<file path="src/rtl/tri_pwm_pkg.sv">
package tri_pwm_pkg;

    typedef enum logic [1:0] {
        PH_IDLE = 2'd0,
        PH_RISE = 2'd1,
        PH_FALL = 2'd2
    } phase_t;

endpackage

</file>
<file path="src/rtl/pwm_sample_cond.sv">
module pwm_sample_cond #(
    parameter int W       = 6,
    parameter int CAP_PCT = 70
) (
    input  logic         clk,
    input  logic         rst_n,
    input  logic         load,
    input  logic [W-1:0] msb_s,
    input  logic [W-1:0] lsb_s,
    output logic [W-1:0] msb_u,
    output logic [W-1:0] lsbp_u,
    output logic [W-1:0] lsbn_u,
    output logic         clip
);

    localparam int           CAP_U = ((2 ** W) * CAP_PCT) / 100;
    localparam logic [W-1:0] CAP_V = W'(CAP_U);
    localparam logic [W-1:0] SMIN  = {1'b1, {(W-1){1'b0}}};

    logic [W-1:0] msb_off, lsb_off, neg_s, neg_off;
    logic [W-1:0] msb_lim;
    logic         over;

    // offset binary: flip the sign bit (adds half scale)
    always_comb begin
        msb_off = {~msb_s[W-1], msb_s[W-2:0]};
        lsb_off = {~lsb_s[W-1], lsb_s[W-2:0]};
        neg_s   = (lsb_s == SMIN) ? ~SMIN : (~lsb_s + W'(1));
        neg_off = {~neg_s[W-1], neg_s[W-2:0]};
        over    = (msb_off > CAP_V);
        msb_lim = over ? CAP_V : msb_off;
    end

    always_ff @(posedge clk or negedge rst_n) begin
        if (!rst_n) begin
            msb_u  <= '0;
            lsbp_u <= '0;
            lsbn_u <= '0;
            clip   <= 1'b0;
        end else if (load) begin
            msb_u  <= msb_lim;
            lsbp_u <= lsb_off;
            lsbn_u <= neg_off;
            clip   <= over;
        end
    end


    main_cap_chk: assert property (@(posedge clk) disable iff (!rst_n)
        msb_u <= CAP_V);


    clip_level_chk: assert property (@(posedge clk) disable iff (!rst_n)
        clip |-> (msb_u == CAP_V));


    fine_pair_chk: assert property (@(posedge clk) disable iff (!rst_n)
        (load && lsb_s != SMIN) |=> ((lsbp_u + lsbn_u) == W'(0)));

endmodule

</file>
<file path="src/rtl/pwm_carrier_fsm.sv">
module pwm_carrier_fsm
    import tri_pwm_pkg::*;
#(
    parameter int W = 6
) (
    input  logic         clk,
    input  logic         rst_n,
    input  logic         strobe,
    output phase_t       phase_q,
    output logic [W-1:0] count_q
);

    localparam logic [W-1:0] TOP = {W{1'b1}};

    phase_t       phase_d;
    logic [W-1:0] count_d;

    // next-state selection
    always_comb begin
        phase_d = phase_q;
        unique case (phase_q)
            PH_IDLE: if (strobe) phase_d = PH_RISE;
            PH_RISE: if (strobe) phase_d = PH_FALL;
            PH_FALL: if (strobe) phase_d = PH_RISE;
            default: phase_d = PH_IDLE;
        endcase
    end

    // carrier slope counter: restart on strobe, saturate at top
    always_comb begin
        if (strobe)
            count_d = '0;
        else if (phase_q == PH_IDLE || count_q == TOP)
            count_d = count_q;
        else
            count_d = count_q + W'(1);
    end

    always_ff @(posedge clk or negedge rst_n) begin
        if (!rst_n) begin
            phase_q <= PH_IDLE;
            count_q <= '0;
        end else begin
            phase_q <= phase_d;
            count_q <= count_d;
        end
    end


    idle_exit_chk: assert property (@(posedge clk) disable iff (!rst_n)
        (phase_q == PH_IDLE && strobe) |=> (phase_q == PH_RISE));


    rise_exit_chk: assert property (@(posedge clk) disable iff (!rst_n)
        (phase_q == PH_RISE && strobe) |=> (phase_q == PH_FALL));


    fall_exit_chk: assert property (@(posedge clk) disable iff (!rst_n)
        (phase_q == PH_FALL && strobe) |=> (phase_q == PH_RISE));


    restart_chk: assert property (@(posedge clk) disable iff (!rst_n)
        strobe |=> (count_q == '0));


    step_chk: assert property (@(posedge clk) disable iff (!rst_n)
        (!strobe && phase_q != PH_IDLE && count_q != TOP)
            |=> (count_q == $past(count_q) + W'(1)));


    saturate_chk: assert property (@(posedge clk) disable iff (!rst_n)
        (!strobe && count_q == TOP) |=> (count_q == TOP));

endmodule

</file>
<file path="src/rtl/pwm_edge_cmp.sv">
module pwm_edge_cmp
    import tri_pwm_pkg::*;
#(
    parameter int W = 6
) (
    input  phase_t       phase,
    input  logic [W-1:0] count,
    input  logic [W-1:0] level,
    output logic         pwm
);

    localparam logic [W:0] FULL = {1'b1, {W{1'b0}}};

    logic [W:0] rise_thr;

    always_comb begin
        rise_thr = FULL - {1'b0, level};
        unique case (phase)
            PH_RISE: pwm = ({1'b0, count} >= rise_thr);
            PH_FALL: pwm = (count < level);
            default: pwm = 1'b0;
        endcase
    end

endmodule

</file>
<file path="src/rtl/tri_pwm_modulator.sv">
module tri_pwm_modulator
    import tri_pwm_pkg::*;
#(
    parameter int W       = 6,
    parameter int CAP_PCT = 70
) (
    input  logic         clk,
    input  logic         rst_n,
    input  logic         smp_stb,
    input  logic [W-1:0] msb_word,
    input  logic [W-1:0] lsb_word,
    output logic         pwm_main,
    output logic         pwm_fine_pos,
    output logic         pwm_fine_neg,
    output logic         msb_clip
);

    localparam int NCH = 3;

    phase_t       phase;
    logic [W-1:0] count;
    logic [W-1:0] lvl [NCH];
    logic [NCH-1:0] pwm_v;

    pwm_sample_cond #(.W(W), .CAP_PCT(CAP_PCT)) u_cond (
        .clk    (clk),
        .rst_n  (rst_n),
        .load   (smp_stb),
        .msb_s  (msb_word),
        .lsb_s  (lsb_word),
        .msb_u  (lvl[0]),
        .lsbp_u (lvl[1]),
        .lsbn_u (lvl[2]),
        .clip   (msb_clip)
    );

    pwm_carrier_fsm #(.W(W)) u_fsm (
        .clk     (clk),
        .rst_n   (rst_n),
        .strobe  (smp_stb),
        .phase_q (phase),
        .count_q (count)
    );

    for (genvar g = 0; g < NCH; g++) begin : g_cmp
        pwm_edge_cmp #(.W(W)) u_cmp (
            .phase (phase),
            .count (count),
            .level (lvl[g]),
            .pwm   (pwm_v[g])
        );
    end

    assign pwm_main     = pwm_v[0];
    assign pwm_fine_pos = pwm_v[1];
    assign pwm_fine_neg = pwm_v[2];


    idle_quiet_chk: assert property (@(posedge clk) disable iff (!rst_n)
        (phase == PH_IDLE) |-> (pwm_v == '0 && !msb_clip));


    rise_hold_chk: assert property (@(posedge clk) disable iff (!rst_n)
        (phase == PH_RISE && !smp_stb && pwm_main) |=> pwm_main);


    rise_hold_fine_chk: assert property (@(posedge clk) disable iff (!rst_n)
        (phase == PH_RISE && !smp_stb && pwm_fine_pos) |=> pwm_fine_pos);


    fall_hold_chk: assert property (@(posedge clk) disable iff (!rst_n)
        (phase == PH_FALL && !smp_stb && !pwm_main) |=> !pwm_main);


    clip_steady_chk: assert property (@(posedge clk) disable iff (!rst_n)
        !smp_stb |=> $stable(msb_clip));

endmodule

</file>
<file path="config.mk">
export PLATFORM = sky130hd
export DESIGN_NAME = tri_pwm_modulator
export DESIGN_NICKNAME = d
export VERILOG_FILES = /design/src/rtl/tri_pwm_pkg.sv /design/src/rtl/pwm_sample_cond.sv /design/src/rtl/pwm_carrier_fsm.sv /design/src/rtl/pwm_edge_cmp.sv /design/src/rtl/tri_pwm_modulator.sv
export SDC_FILE = /design/constraint.sdc
export NUM_CORES = 1
export LEC_CHECK = 0
export ABC_CLOCK_PERIOD_IN_PS = 1900
export BUFFER_PORTS_ARGS = -buffer_cell sky130_fd_sc_hd__buf_2
export CORE_MARGIN = 2
export CORE_UTILIZATION = 51
export CTS_CLUSTER_SIZE = 16
export DETAILED_ROUTE_END_ITERATION = 8
export GPL_TIMING_DRIVEN = 0
export PLACE_DENSITY = 0.76
export RECOVER_POWER = 100
export SETUP_SLACK_MARGIN = 0.5
export SLEW_MARGIN = 20
export SYNTH_ARGS = -nofsm -noshare
export SYNTH_HDL_FRONTEND = slang
export SYNTH_SLANG_ARGS = --single-unit
export TNS_END_PERCENT = 20
</file>
<file path="constraint.sdc">
create_clock -name clk -period 1.9 [get_ports clk]
set_input_delay 0.095 -clock clk [delete_from_list [all_inputs] [get_ports clk]]
set_output_delay 0.095 -clock clk [all_outputs]
set_load 0.01 [all_outputs]
</file>
* Word-level counts from Yosys, hierarchy flattened *
Cells that the tools add are included.

cells by class
  add/subtract/negate cells = 5
  magnitude comparators = 7
  equal/unequal tests = 7
  muxes and demuxes = 10
  bitwise logic cells = 4
  reduce and logical (&&, ||, !) cells = 4

operators with widths
  kind                                                    number
  2-to-1 mux 6 bit                                        4
  >= comparator 6 x 7 -> 1 bit                            3
  subtractor 7 x 6 -> 7 bit (first input constant)        3
  < comparator 6 bit                                      3
  adder 6 x 1 -> 6 bit (second input constant)            2
  == test 6 bit (second input constant)                   2
  > comparator 6 bit (second input constant)              1
  NOT 6 bit                                               1
  case mux 1 bit (2 select lines)                         3
  2-to-1 mux 2 bit                                        2
  inequality test 2 bit (second input constant)           2
  case mux 2 bit (2 select lines)                         1
  NOT 1 bit                                               3
  == test 2 x 1 -> 1 bit (second input constant)          1
  == test 2 bit (second input constant)                   1
  zero test 2 bit                                         1
  inequality test 2 x 1 -> 1 bit (second input constant)  1
  AND reduction 2 bit                                     1
  OR reduction 2 bit                                      1
  logical OR 1 bit                                        1

word-level totals
  register bits = 27
  input bits = 15
  output and inout bits = 4
  logic and storage cells = 43

* Longest topological paths before layout *
Gate-level depths: netlist of the first run.

  depth in word-level cells = 4
  depth in mapped cells = 8
  gate-level depth less buffers = 8

* Cells and area by module *
A second synthesis of the first run with hierarchy kept.

second synthesis, totals
  cells, all modules = 297
  area, all modules = 2,549.9 um^2

modules (own cells, without submodules)
  module           times used  cells each  area an instance (um^2)
  pwm_edge_cmp     3           53          396.6
  pwm_sample_cond  1           88          878.3
  pwm_carrier_fsm  1           50          481.7

* Least setup slack after synthesis of the first run *
OpenSTA, ideal clock, no wires.

  path kind = register -> output
  start point = register u_cond.lsbn_u[0]
  end point = output pwm_fine_neg
  arrival time = 1.617 ns
  data required time = 1.805 ns
  setup slack = 0.188 ns
  stages on the path, launching flop included = 9
  cells stage by stage = dfrtp_1 > inv_1 > ha_1 > xor2_1 > ha_1 > nand2_1 > o21ai_0 > a31oi_1 > o21ai_0

between the ends
  longest elaborated chain between the ends = 3

ends and longest elaborated chain
  what                                 line                     RTL
  start: declaration                   pwm_sample_cond.sv:12    output logic [W-1:0] lsbn_u,
  start signal: assignment             pwm_sample_cond.sv:43    lsbn_u <= neg_off;
  subtractor 7 x 6 -> 7 bit            pwm_edge_cmp.sv:17       rise_thr = FULL - {1'b0, level};
  >= comparator 6 x 7 -> 1 bit         pwm_edge_cmp.sv:19       PH_RISE: pwm = ({1'b0, count} >= rise_thr);
  case mux 1 bit (2 select lines) (*)  pwm_edge_cmp.sv:18       unique case (phase)
  end: declaration                     tri_pwm_modulator.sv:14  output logic pwm_fine_neg,

Mark *: on every way between the ends. The rest lies on a longest branch, timed or not.

* Worst setup path in the final report of the first run *
  start point = register u_cond.msb_u[0]
  end point = output pwm_main

between the ends
  longest elaborated chain between the ends = 3

ends and longest elaborated chain
  what                                 line                     RTL
  start: declaration                   pwm_sample_cond.sv:10    output logic [W-1:0] msb_u,
  start signal: assignment             pwm_sample_cond.sv:41    msb_u <= msb_lim;
  subtractor 7 x 6 -> 7 bit            pwm_edge_cmp.sv:17
  >= comparator 6 x 7 -> 1 bit         pwm_edge_cmp.sv:19
  case mux 1 bit (2 select lines) (*)  pwm_edge_cmp.sv:18
  end: declaration                     tri_pwm_modulator.sv:12  output logic pwm_main,

Marks and branches as above.

==> results of run 1 <==
==> cells in the final DEF, fill, tap and decap left out, drive strengths merged, types with 2 or more instances in the layout <==
| master | n |
|---|---|
| nor2 | 21 |
| nor2b | 7 |
| a21oi | 7 |
| buf | 23 |
| a21o | 6 |
| xor2 | 4 |
| a211oi | 3 |
| inv | 30 |
| a311oi | 3 |
| or4 | 2 |
| o31ai | 3 |
| o211ai | 7 |
| o21a | 7 |
| dfrtp | 27 |
| clkbuf | 9 |
| o21ai | 15 |
| mux2i | 4 |
| nand2 | 24 |
| nand3 | 8 |
| nor3 | 8 |
| xnor2 | 12 |
| a31oi | 5 |
| nand3b | 3 |
| ha | 41 |
==> worst reg2reg max path: stages (launching register included) <==
cell,delay (ns)
dfrtp_2,0.52
ha_4,0.21
and4_4,0.21
a211o_1,0.27
xor2_1,0.13
nor2_1,0.05
==> sequential cells by signal (all words and copies together), names as in the netlist <==
register / count
u_cond.msb_u: 6
u_cond.lsbn_u: 6
u_fsm.count_q: 6
u_cond.clip: 1
u_fsm.phase_q: 2
u_cond.lsbp_u: 6
==> stage by stage <==
step / area [um2] / hold slack (ns) / setup slack, ns / instances
2_1_floorplan: 2320 / -0.201 / 0.307 / 261
3_3_place_gp: 2470 / 0.149 / 0.0503 / 331
3_5_place_dp: 2470 / 0.148 / 0.0191 / 331
4_1_cts: 2650 / 0.0542 / -0.202 / 341
5_1_grt: 2700 / 0.0721 / -0.330 / 343
6_report: 2700 / 0.0623 / -0.196 / 343
==> worst paths after layout <==
path,start,end,slack (ns)
max,u_cond.msb_u[0],pwm_main,-0.20
min in group asynchronous,rst_n,u_cond.msb_u[1],0.38
min,msb_word[2],u_cond.msb_u[2],0.06
max reg2reg,u_fsm.count_q[1],u_fsm.count_q[2],0.39
max in group asynchronous,rst_n,u_cond.lsbp_u[2],1.02
min reg2reg,u_cond.clip,u_cond.clip,0.49
==> where the power goes <==
part / internal, W / total, W / switching [W]
Clock: 0.000147 / 0.000334 / 0.000187
Combinational: 0.000497 / 0.00109 / 0.000591
Sequential: 0.000658 / 0.000782 / 0.000123
Total: 0.00130 / 0.00220 / 0.000902
==> layer usage <==
metal	global-route usage, %	vias to the layer above	share of wire, %
met2	38.1	34	49
met4	4.61	0	1.2
met5	0	-	0
li1	-	979	-
met1	30.1	950	47
met3	1.83	6	2.8
==> final cells by class <==
class | count | area (um2) | share of cell area [%]
sequential | 27 | 678 | 25.1
buffer | 4 | 15.0 | 0.556
timing repair buffer | 26 | 151 | 5.61
clock inverter | 1 | 5.00 | 0.185
multi-input combinational | 200 | 1630 | 60.4
tap | 52 | 65.1 | 2.41
clock buffer | 3 | 41.3 | 1.53
inverter | 30 | 113 | 4.17
==> cells by family (layout without fill, tap and decap cells) <==
kind of cell,after synthesis,after routing,synth area share [%]
flops,27,27,29.3
simple gates,78,78,16.4
compound gates,61,61,18.6
mux,4,4,1.73
buf+inv,34,64,5.69
fa+ha+maj,41,41,22.2
xor+xnor,16,16,6.07
==> what timing repair did <==
item,in CTS,in global routing
buffers inserted,5,2
resized for setup,20,8
endpoints found under the setup margin,8,10
pin swaps,12,4
hold buffers,1,0
hold endpoints to repair,27,0
gates cloned,0,0
==> metrics.md, run 1 <==
| Metric | Value |
|---|---|
| Status | complete, but fails checks |
| Failing checks | negative setup slack |
| Setup Viol. Count Final | 3 |
| Final period util | 110% |
| Vias in the first global route | 1951 |
| Tmin final | 2.10 ns |
| Worst r2r path cells | 5 |
| Slew margin rel. | 53.8% |
| CTS Buf Count | 3 |
| Power per Cell Area | 817 nW/um2 |
| CTS tree | done |
| Die height | 71.3 um |
| Clk buf depth | 2 |
| Mapped Cells | 261 |
| DIE WIDTH | 71.3 um |
| #FFs+latches synth | 27 |
| # Max-Cap Violations | 0 |
| Worst path bufs/invs | 2 |
| Syn Nets | 317 |
| Ant diodes | 0 |
| Core Region | 4350 um2 |
| Total power draw | 0.00220 W |
| TritonCTS Sinks | 27 |
| Startpoint Class | register |
| Port bufs | 18 |
| Yosys top cell area share | 29.3% |
| RSZ-0062 raised after global routing | true |
| Syn avg cell area | 8.85 um2 |
| CP Cell Sequence | inv_2 > ha_4 > nand2_1 > xnor2_1 > ha_1 > a21o_1 > a31oi_1 > o21ai_1 > buf_2 |
| Maximum VDD drop | 612 uV |
| Setup crit end kind | primary output |
| Final GP Congestion | 0.839 |
| Most numerous cell in the Yosys netlist | ha_1 |
| Setup TNS | -0.549 ns |
| CP max stage cell | dfrtp_1 |
| GR Util All Layers | 21.9% |
| CTS H-Tree Depth | 1 |
| Worst-margin pin slew | 0.693 ns |
| Row cnt | 24 |
| Synth top cells by count | ha_1 (41), inv_1 (30), dfrtp_1 (27) |
| Largest net degree at the start of global routing | 28 |
| Hold Fails Final Rpt | 0 |
| Clock Skew | 0.000839 ns |
| Delay-heaviest family, CP | adder cells |
| Proportion of layout cells with a drive suffix above 1 | 21.0% |
| Fillers | 380 |
| GRT overflow | 0 |
| Synth Flop Type | dfrtp_1 |
| Top cells by area, synth | dfrtp_1 (29%), ha_1 (22%), inv_1 (4.9%) |
| Vias post-DR | 1969 |
| Sequential area share after synthesis | 29.3% |
| Fmax | 477 MHz |
| Asr flop ratio synth | 100% |
| Worst path depth | 9 |
| Post-layout util | 62.0% |
| CP required | 1.80 ns |
| Post-route ant nets | 0 |
| Hold WC Path Type | input port to register |
| Synthesized area | 2310 um2 |
| Initial core utilization | 53.0% |
| Post-synth EDFFs | 0 |
| Largest fanout on the critical path | 4 |
| Clk root buf | clkbuf_8 |
| Critical path arrival | 2.00 ns |
| WL final | 5100 um |
| CP max stage delay | 0.44 ns |
| Skew-Pair Late Insertion Delay | 0.28 ns |
| Slew Limit Fails | 0 |
| DP HPWL | 3860 um |
| Drt pass-1 iters | 4 |
| LEAKAGE | 1.33 nW |
| Via density | 5.74 |
| # IOs | 19 |
| Initial DRC count | 72 |
| Die ar. | 5080 um2 |
| Clock transition at path regs | 0.10 ns |
| Yosys cell types | 37 |
| Hold path cells | 3 |
| Final WS setup | -0.196 ns |
| First-pass GRT wire length | 8970 um |
| Post-route DRC | 0 |
| WS Path Type | register to primary output |
| Biggest area consumer among synthesized cells | dfrtp_1 |
| Initial antenna violation count | 0 |
| Ys Warns | 0 |
| Post-layout net count | 348 |
| Syn-to-layout area delta | 16.8% |
| Routed length per placed instance | 14.9 um |
(Power assumes the default switching activity.)
==> inputs of run 2 (changes only) <==
--- a/config.mk
+++ b/config.mk
@@ -12,11 +12,12 @@
 export CTS_CLUSTER_SIZE = 16
 export DETAILED_ROUTE_END_ITERATION = 8
 export GPL_TIMING_DRIVEN = 0
-export PLACE_DENSITY = 0.76
+export PLACE_DENSITY = 0.75
 export RECOVER_POWER = 100
 export SETUP_SLACK_MARGIN = 0.5
 export SLEW_MARGIN = 20
 export SYNTH_ARGS = -nofsm -noshare
 export SYNTH_HDL_FRONTEND = slang
+export SYNTH_HIERARCHICAL = 1
 export SYNTH_SLANG_ARGS = --single-unit
 export TNS_END_PERCENT = 20
==> run 2 against run 1 <==
  * The run still ends with negative setup slack left
  * First-iteration DRC count grew 68%
  * Sequential power up 2%
  * Worst setup slack lost 0.073 ns
  * Flip-flop and latch count is the same
  * Synthesized cell count increased by 14%
  * Largest power group unchanged
==> metrics.md, run 2 <==
| Metric | Value |
|---|---|
| CP required | 1.80 ns (about the same) |
| Initial core utilization | 53.3% (+0.24 points) |
| Slew Limit Fails | 0 (unchanged) |
| Finished Layout Cells | 397 (+16%) |
| Syn-to-layout area delta | 14.7% |
| # Max-Cap Violations | 0 (unchanged) |
| Setup Viol. Count Final | 3 (unchanged) |
| Hold Fails Final Rpt | 0 (unchanged) |
| Die ar. | 5580 um2 (+9.8%) |
| CP Cell Sequence | inv_2 > ha_4 > nand3_2 > xnor2_1 > ha_1 > a21o_1 > a31oi_2 > o211ai_2 > buf_2 |
| Asr flop ratio synth | 100% (unchanged) |
| Slew margin rel. | 53.0% (-0.79 points) |
| CP max stage cell | dfrtp_1 |
| Post-placement cell count | 382 (+15%) |
| LEAKAGE | 1.42 nW (+7.0%) |
| Via density | 5.52 (-3.9%) |
| Startpoint Class | register |
| Yosys top cell area share | 26.5% (-2.8 points) |
| DIE WIDTH | 74.7 um (+4.8%) |
| Drt pass-1 iters | 4 (unchanged) |
| Sequential area share after synthesis | 26.5% (-2.8 points) |
| Failing checks | negative setup slack |
| Clk root buf | clkbuf_8 |
| Busiest grt layer | met2 |
| Commonest non-fill, non-tap cells in the layout | inv_1 (40), ha_1 (40), dfrtp_1 (23), nand2_1 (21), nor2_1 (20) |
| Worst r2r path cells | 4 (-1) |
| Synth top cells by count | inv_1 (46), ha_1 (44), dfrtp_1 (27) |
| Tmin final | 2.17 ns (+0.0732 ns) |
| Post-layout util | 61.1% (-0.88 points) |
| Maximum VDD drop | 408 uV (-33%) |
| Power per Cell Area | 690 nW/um2 (-15%) |
| Met3 usage | 2.54% (+0.72 points) |
| Hold path cells | 3 (unchanged) |
| Clock transition at path regs | 0.10 ns (about the same) |
| DP HPWL | 3990 um (+3.3%) |
| Most numerous cell in the Yosys netlist | inv_1 |
| Worst r2r src | u_fsm/phase_q[1] |
| Proportion of layout cells with a drive suffix above 1 | 21.5% (+0.55 points) |
| # IOs | 19 (unchanged) |
| Top cells by area, synth | dfrtp_1 (26%), ha_1 (22%), inv_1 (6.8%) |
| Routed length per placed instance | 14.0 um (-6.1%) |
| Syn avg cell area | 8.59 um2 (-3.0%) |
| Delay-heaviest family, CP | adder cells |
| First-pass GRT wire length | 9450 um (+5.4%) |
| Post-layout net count | 390 (+12%) |
| Post-route DRC | 0 (unchanged) |
| Largest family of logic cells by synthesized area | adder cells |
| GR Util All Layers | 21.6% (-0.28 points) |
| Ant diodes | 0 (unchanged) |
| Multiplexer share of the synthesized area | 2.21% (+0.47 points) |
| Row cnt | 25 (+4.2%) |
| Pre-CTS setup slack | -0.0877 ns (-0.107 ns) |
| #FFs+latches synth | 27 (unchanged) |
| Syn Nets | 356 (+12%) |
| Fillers | 419 (+10%) |
| Setup crit end kind | primary output |
| Worst path bufs/invs | 2 (unchanged) |
| Skew-Pair Late Insertion Delay | 0.27 ns (about the same) |
| Synth Area in Adders | 21.6% (-0.62 points) |
| Biggest area consumer among synthesized cells | dfrtp_1 |
| Yosys cell types | 42 (+14%) |
| Final GP Congestion | 0.808 (-3.7%) |
| Status | complete, but fails checks |
| WL final | 5540 um (+8.7%) |
| RSZ-0062 raised after global routing | true |
| Port bufs | 18 (unchanged) |
| Worst path depth | 9 (unchanged) |
| Initial antenna violation count | 0 (unchanged) |
| Post-synth EDFFs | 0 (unchanged) |
| CTS H-Tree Depth | 1 (unchanged) |
| Synthesized area | 2550 um2 (+10%) |
| Ys Warns | 6 (+6) |
| Vias in the first global route | 2151 (+10%) |
| Post-route ant nets | 0 (unchanged) |
| TritonCTS Sinks | 27 (unchanged) |
| Min-delay src | msb_word[0] |
| CP startpoint | u_cond/lsbn_u[1] |
| Synth Flop Type | dfrtp_1 |
| GRT met2 Usage | 37.8% (-0.31 points) |
| Clock Skew | 0.000711 ns (-0.000128 ns) |
| Post-synthesis compound-gate area fraction | 17.5% (-1.1 points) |
| Final WS setup | -0.269 ns (-0.0732 ns) |
| GRT met1 Usage | 28.6% (-1.5 points) |
| CTS Buf Count | 3 (unchanged) |
| Hold WC Path Type | input port to register |
| Die height | 74.7 um (+4.8%) |
| Critical path arrival | 2.07 ns (+0.07 ns) |
| CTS tree | done |
| Worst-margin pin slew | 0.705 ns (+0.0118 ns) |
| Synth Area in Simple Gates | 19.4% (+3.0 points) |
| XOR/XNOR Fraction of Synth Area | 4.47% (-1.6 points) |
| Clk buf depth | 2 (unchanged) |
| GRT overflow | 0 (unchanged) |
| Mapped Cells | 297 (+14%) |
| Vias post-DR | 2190 (+11%) |
| WS Path Type | register to primary output |
| Core Region | 4790 um2 (+9.9%) |
| Fmax | 461 MHz (-3.4%) |
| CP max stage delay | 0.41 ns (-0.03 ns) |
| Largest fanout on the critical path | 3 (-1) |
| Largest net degree at the start of global routing | 28 (unchanged) |
| Initial DRC count | 121 (+68%) |
| Final period util | 114% (+3.9 points) |
-- run 2: power breakdown --
group          internal [W]  switching (W)  leakage, nW
logic              0.000420       0.000462         1.07
clock network      0.000150       0.000187       0.0228
registers          0.000646       0.000153        0.323
total               0.00122       0.000801         1.42
-- run 2: tightest hold or removal path, cell delays in order --
cell	delay, ns
buf_2	0.10
nand2_1	0.05
o22ai_1	0.06
-- run 2: cells by family after synthesis --
logic type	after synthesis
AO/OA/AOI/OAI	64
adder cells (fa/ha/maj)	44
buffers and inverters	52
flip-flops	27
multiplexers	5
AND/OR/NAND/NOR	92
XOR/XNOR	13
-- run 2: worst paths after layout --
path,endpoint,slack (ns)
hold / removal,u_cond/msb_u[0],0.06
max in group asynchronous,u_fsm/count_q[2],1.02
setup / recovery,pwm_fine_neg,-0.27
hold reg to reg,u_cond/clip,0.54
setup reg to reg,u_fsm/count_q[5],0.50
min in group asynchronous,u_fsm/count_q[1],0.39
-- run 2: metrics by stage --
stage | setup TNS, ns | cell area, um2 | power (W) | hold WS [ns]
floorplan | 0 | 2570 | 0.00134 | -0.201
global placement | -0.0164 | 2740 | 0.00153 | 0.146
detailed placement | -0.154 | 2740 | 0.00157 | 0.156
CTS | -0.678 | 2910 | 0.00198 | 0.0598
global route | -1.02 | 2920 | 0.00219 | 0.0911
finish | -0.694 | 2920 | 0.00202 | 0.0627
-- run 2: timing repair --
| item | in CTS | in global routing |
|---|---|---|
| setup buffers | 8 | 2 |
| hold buffers | 1 | 0 |
| resized for setup | 16 | 8 |
| pin swaps | 8 | 2 |
| endpoints found under the setup margin | 8 | 7 |
| endpoints found under the hold margin | 27 | 0 |
-- run 2: layer usage --
| layer | part of all wire [%] | wire, um |
|---|---|---|
| met1 | 48 | 2650 |
| met2 | 48 | 2640 |
| met3 | 3.7 | 204 |
| met4 | 0.97 | 54 |
| met5 | 0 | 0 |
-- run 2: layout make-up --
| cell class | count | area, um2 | share of cell area (%) |
|---|---|---|---|
| flip-flops and latches | 27 | 681 | 23.3 |
| inverters | 46 | 173 | 5.91 |
| well taps | 67 | 83.8 | 2.87 |
| plain buffers | 6 | 37.5 | 1.28 |
| clock buffers | 4 | 45.0 | 1.54 |
| multi-input cells | 218 | 1740 | 59.5 |
| repair buffers | 29 | 165 | 5.65 |
==> inputs of run 3 (changes only) <==
==> constraint.sdc (replaced) <==
create_clock -name clk -period 1.9 [get_ports clk]
set_input_delay 0.285 -clock clk [delete_from_list [all_inputs] [get_ports clk]]
set_output_delay 0.285 -clock clk [all_outputs]
set_load 0.01 [all_outputs]
==> run 3 against run 2 <==
  * Via count is 0.18% higher
  * Maximum frequency decreased by 8.0%
  * Cell count decreased by 0.25%
  * Global-route usage shrank 0.056 points
  * Total power is 0.70% lower
  * Non-clock buffer count down 1
  * Highest routed layer unchanged
  * Critical path depth stayed put
  * Worst setup slack lost 0.19 ns
  * The flow finishes with violations (max-capacitance violations, max-slew violations, negative setup slack)
  * Clock skew barely moved
==> metrics.md, run 3 (same netlist as run 2, synthesis figures left out) <==
| Metric | Value |
|---|---|
| Status | complete, but fails checks |
| Failing checks | max-capacitance violations, max-slew violations, negative setup slack |
| CP max stage delay | 0.41 ns (about the same) |
| Setup Viol. Count Final | 3 (unchanged) |
| Hold path cells | 3 (unchanged) |
| Skew-Pair Late Insertion Delay | 0.27 ns (about the same) |
| Post-DP Area | 2740 um2 (unchanged) |
| CP Cell Sequence | inv_2 > ha_4 > nand3_2 > xnor2_1 > ha_1 > a21o_1 > a31oi_2 > o211ai_2 > buf_2 |
| Busiest grt layer | met2 |
| Total power draw | 0.00200 W (-0.70%) |
| Clk root buf | clkbuf_8 |
| Clock transition at path regs | 0.10 ns (about the same) |
| Via density | 5.54 (+0.44%) |
| R2R Setup Slk | 0.34 ns (-0.16 ns) |
| Clock Skew | 0.000705 ns (-0.00000580 ns) |
| # Max-Cap Violations | 1 (+1) |
| Post-placement cell count | 382 (unchanged) |
| # IOs | 19 (unchanged) |
| Initial antenna violation count | 0 (unchanged) |
| Design Area, Final | 2920 um2 (-0.26%) |
| Setup crit end kind | primary output |
| Slew margin rel. | -0.0240% (-53 points) |
| GRT overflow | 0 (unchanged) |
| Pre-CTS setup slack | -0.278 ns (-0.190 ns) |
| CTS Buf Count | 3 (unchanged) |
| Critical path arrival | 2.07 ns (about the same) |
| Post-route DRC | 0 (unchanged) |
| CP max stage cell | dfrtp_1 |
| Post-route ant nets | 0 (unchanged) |
| CP required | 1.62 ns (-0.18 ns) |
| Largest fanout on the critical path | 3 (unchanged) |
| CTS tree | done |
| Hold-fix buffers, CTS | 0 (-1) |
| Finished Layout Cells | 396 (-0.25%) |
| Maximum VDD drop | 408 uV (about the same) |
| Slew Limit Fails | 27 (+27) |
| Final WS setup | -0.457 ns (-0.188 ns) |
| GRT met1 Usage | 28.6% (unchanged) |
| Port bufs | 18 (unchanged) |
| Syn-to-layout area delta | 14.4% |
| RSZ-0062 raised after global routing | true |
| WL final | 5520 um (-0.47%) |
| Post-layout util | 60.9% (-0.16 points) |
| Hold WC Path Type | input port to register |
| Final period util | 124% (+9.9 points) |
| Power per Cell Area | 687 nW/um2 (-0.44%) |
| Multi-input gate area | 1740 um2 (+0.22%) |
| Fmax | 424 MHz (-8.0%) |
| Die ar. | 5580 um2 (unchanged) |
| Initial DRC count | 111 (-8.3%) |
| Fillers | 426 (+1.7%) |
| LEAKAGE | 1.42 nW (about the same) |
| Met3 usage | 2.54% (unchanged) |
| Reg area | 679 um2 (-0.18%) |
| Most common cell after layout, fill and taps aside | ha_1 |
| Hold Fails Final Rpt | 0 (unchanged) |
| CTS H-Tree Depth | 1 (unchanged) |
| Drt pass-1 iters | 4 (unchanged) |
| Ant diodes | 0 (unchanged) |
| Worst r2r src | u_fsm/count_q[1] |
| Largest net degree at the start of global routing | 28 (unchanged) |
| Min-delay src | msb_word[0] |
| Vias post-DR | 2194 (+0.18%) |
| GRT met2 Usage | 37.6% (-0.20 points) |
| Commonest non-fill, non-tap cells in the layout | ha_1 (41), inv_1 (40), dfrtp_1 (24), nand2_1 (21), nor2_1 (20) |
| Proportion of layout cells with a drive suffix above 1 | 21.0% (-0.54 points) |
| Tmin final | 2.36 ns (+0.188 ns) |
| WS Path Type | register to primary output |
| Die height | 74.7 um (unchanged) |
| Worst-margin pin slew | 1.50 ns (+0.795 ns) |
| Critical R2R Capture | u_fsm/count_q[1] |
| Worst r2r path cells | 4 (unchanged) |
| DP HPWL | 3990 um (unchanged) |
| Startpoint Class | register |
| Vias in the first global route | 2139 (-0.56%) |
| DIE WIDTH | 74.7 um (unchanged) |
| Initial core utilization | 53.3% (unchanged) |
| Final GP Congestion | 0.808 (unchanged) |
| Clk buf depth | 2 (unchanged) |
| Row cnt | 25 (unchanged) |
| First-pass GRT wire length | 9430 um (-0.30%) |
| TritonCTS Sinks | 27 (unchanged) |
| Post-layout net count | 389 (-0.26%) |
| Worst path bufs/invs | 2 (unchanged) |
| Delay-heaviest family, CP | adder cells |
| Core Region | 4790 um2 (unchanged) |
| Worst hold endpoint | u_cond/msb_u[0] |
| GR Util All Layers | 21.6% (-0.056 points) |
| Routed length per placed instance | 13.9 um (-0.22%) |
## run 3: final cells by class
type,instances,share of cell area (%)
Timing Repair Buffer,28,5.53
Tap cell,67,2.87
Sequential cell,27,23.3
Inverter,46,5.92
Clock buffer,4,1.54
Buffer,6,1.07
Multi-Input combinational cell,218,59.8
## run 3: per-layer routing
metal	part of all wire [%]	vias up
met5	0	-
met4	0.62	0
met3	3.9	4
met2	49	43
met1	47	1043
li1	-	1104
## run 3: timing repair
action	in CTS	in global routing
pin swaps	8	2
setup endpoints to repair	8	7
resized for setup	16	8
gates cloned	0	0
setup buffers	8	2
## run 3: worst min-delay path, cell delays in order
cell	delay (ns)
buf_2	0.10
nand2_1	0.05
o22ai_1	0.06
## run 3: worst max path at each step
stage	startpoint	end	slack, ns	depth (start not counted)
CTS	u_cond/lsbn_u[1]	pwm_fine_neg	-0.43	9
detailed placement	u_cond/lsbn_u[1]	pwm_fine_neg	-0.28	9
global placement	u_cond/lsbn_u[1]	pwm_fine_neg	-0.20	9
finish	u_cond/lsbn_u[1]	pwm_fine_neg	-0.46	9
floorplan	u_cond/msb_u[0]	pwm_main	0.04	8
global route	u_cond/lsbn_u[1]	pwm_fine_neg	-0.55	9
## run 3: where the power goes
part           total, W  switching [W]  internal (W)  leakage [nW]
sequential     0.000793       0.000148      0.000644         0.325
combinational  0.000875       0.000461      0.000414          1.07
clock          0.000337       0.000186      0.000150        0.0228
## run 3: per-stage QoR
stage	hold WS, ns	setup TNS (ns)
floorplan	-0.0106	0
global placement	0.336	-0.586
detailed placement	0.346	-0.724
CTS	0.0391	-1.25
global route	0.281	-1.59
finish	0.252	-1.26
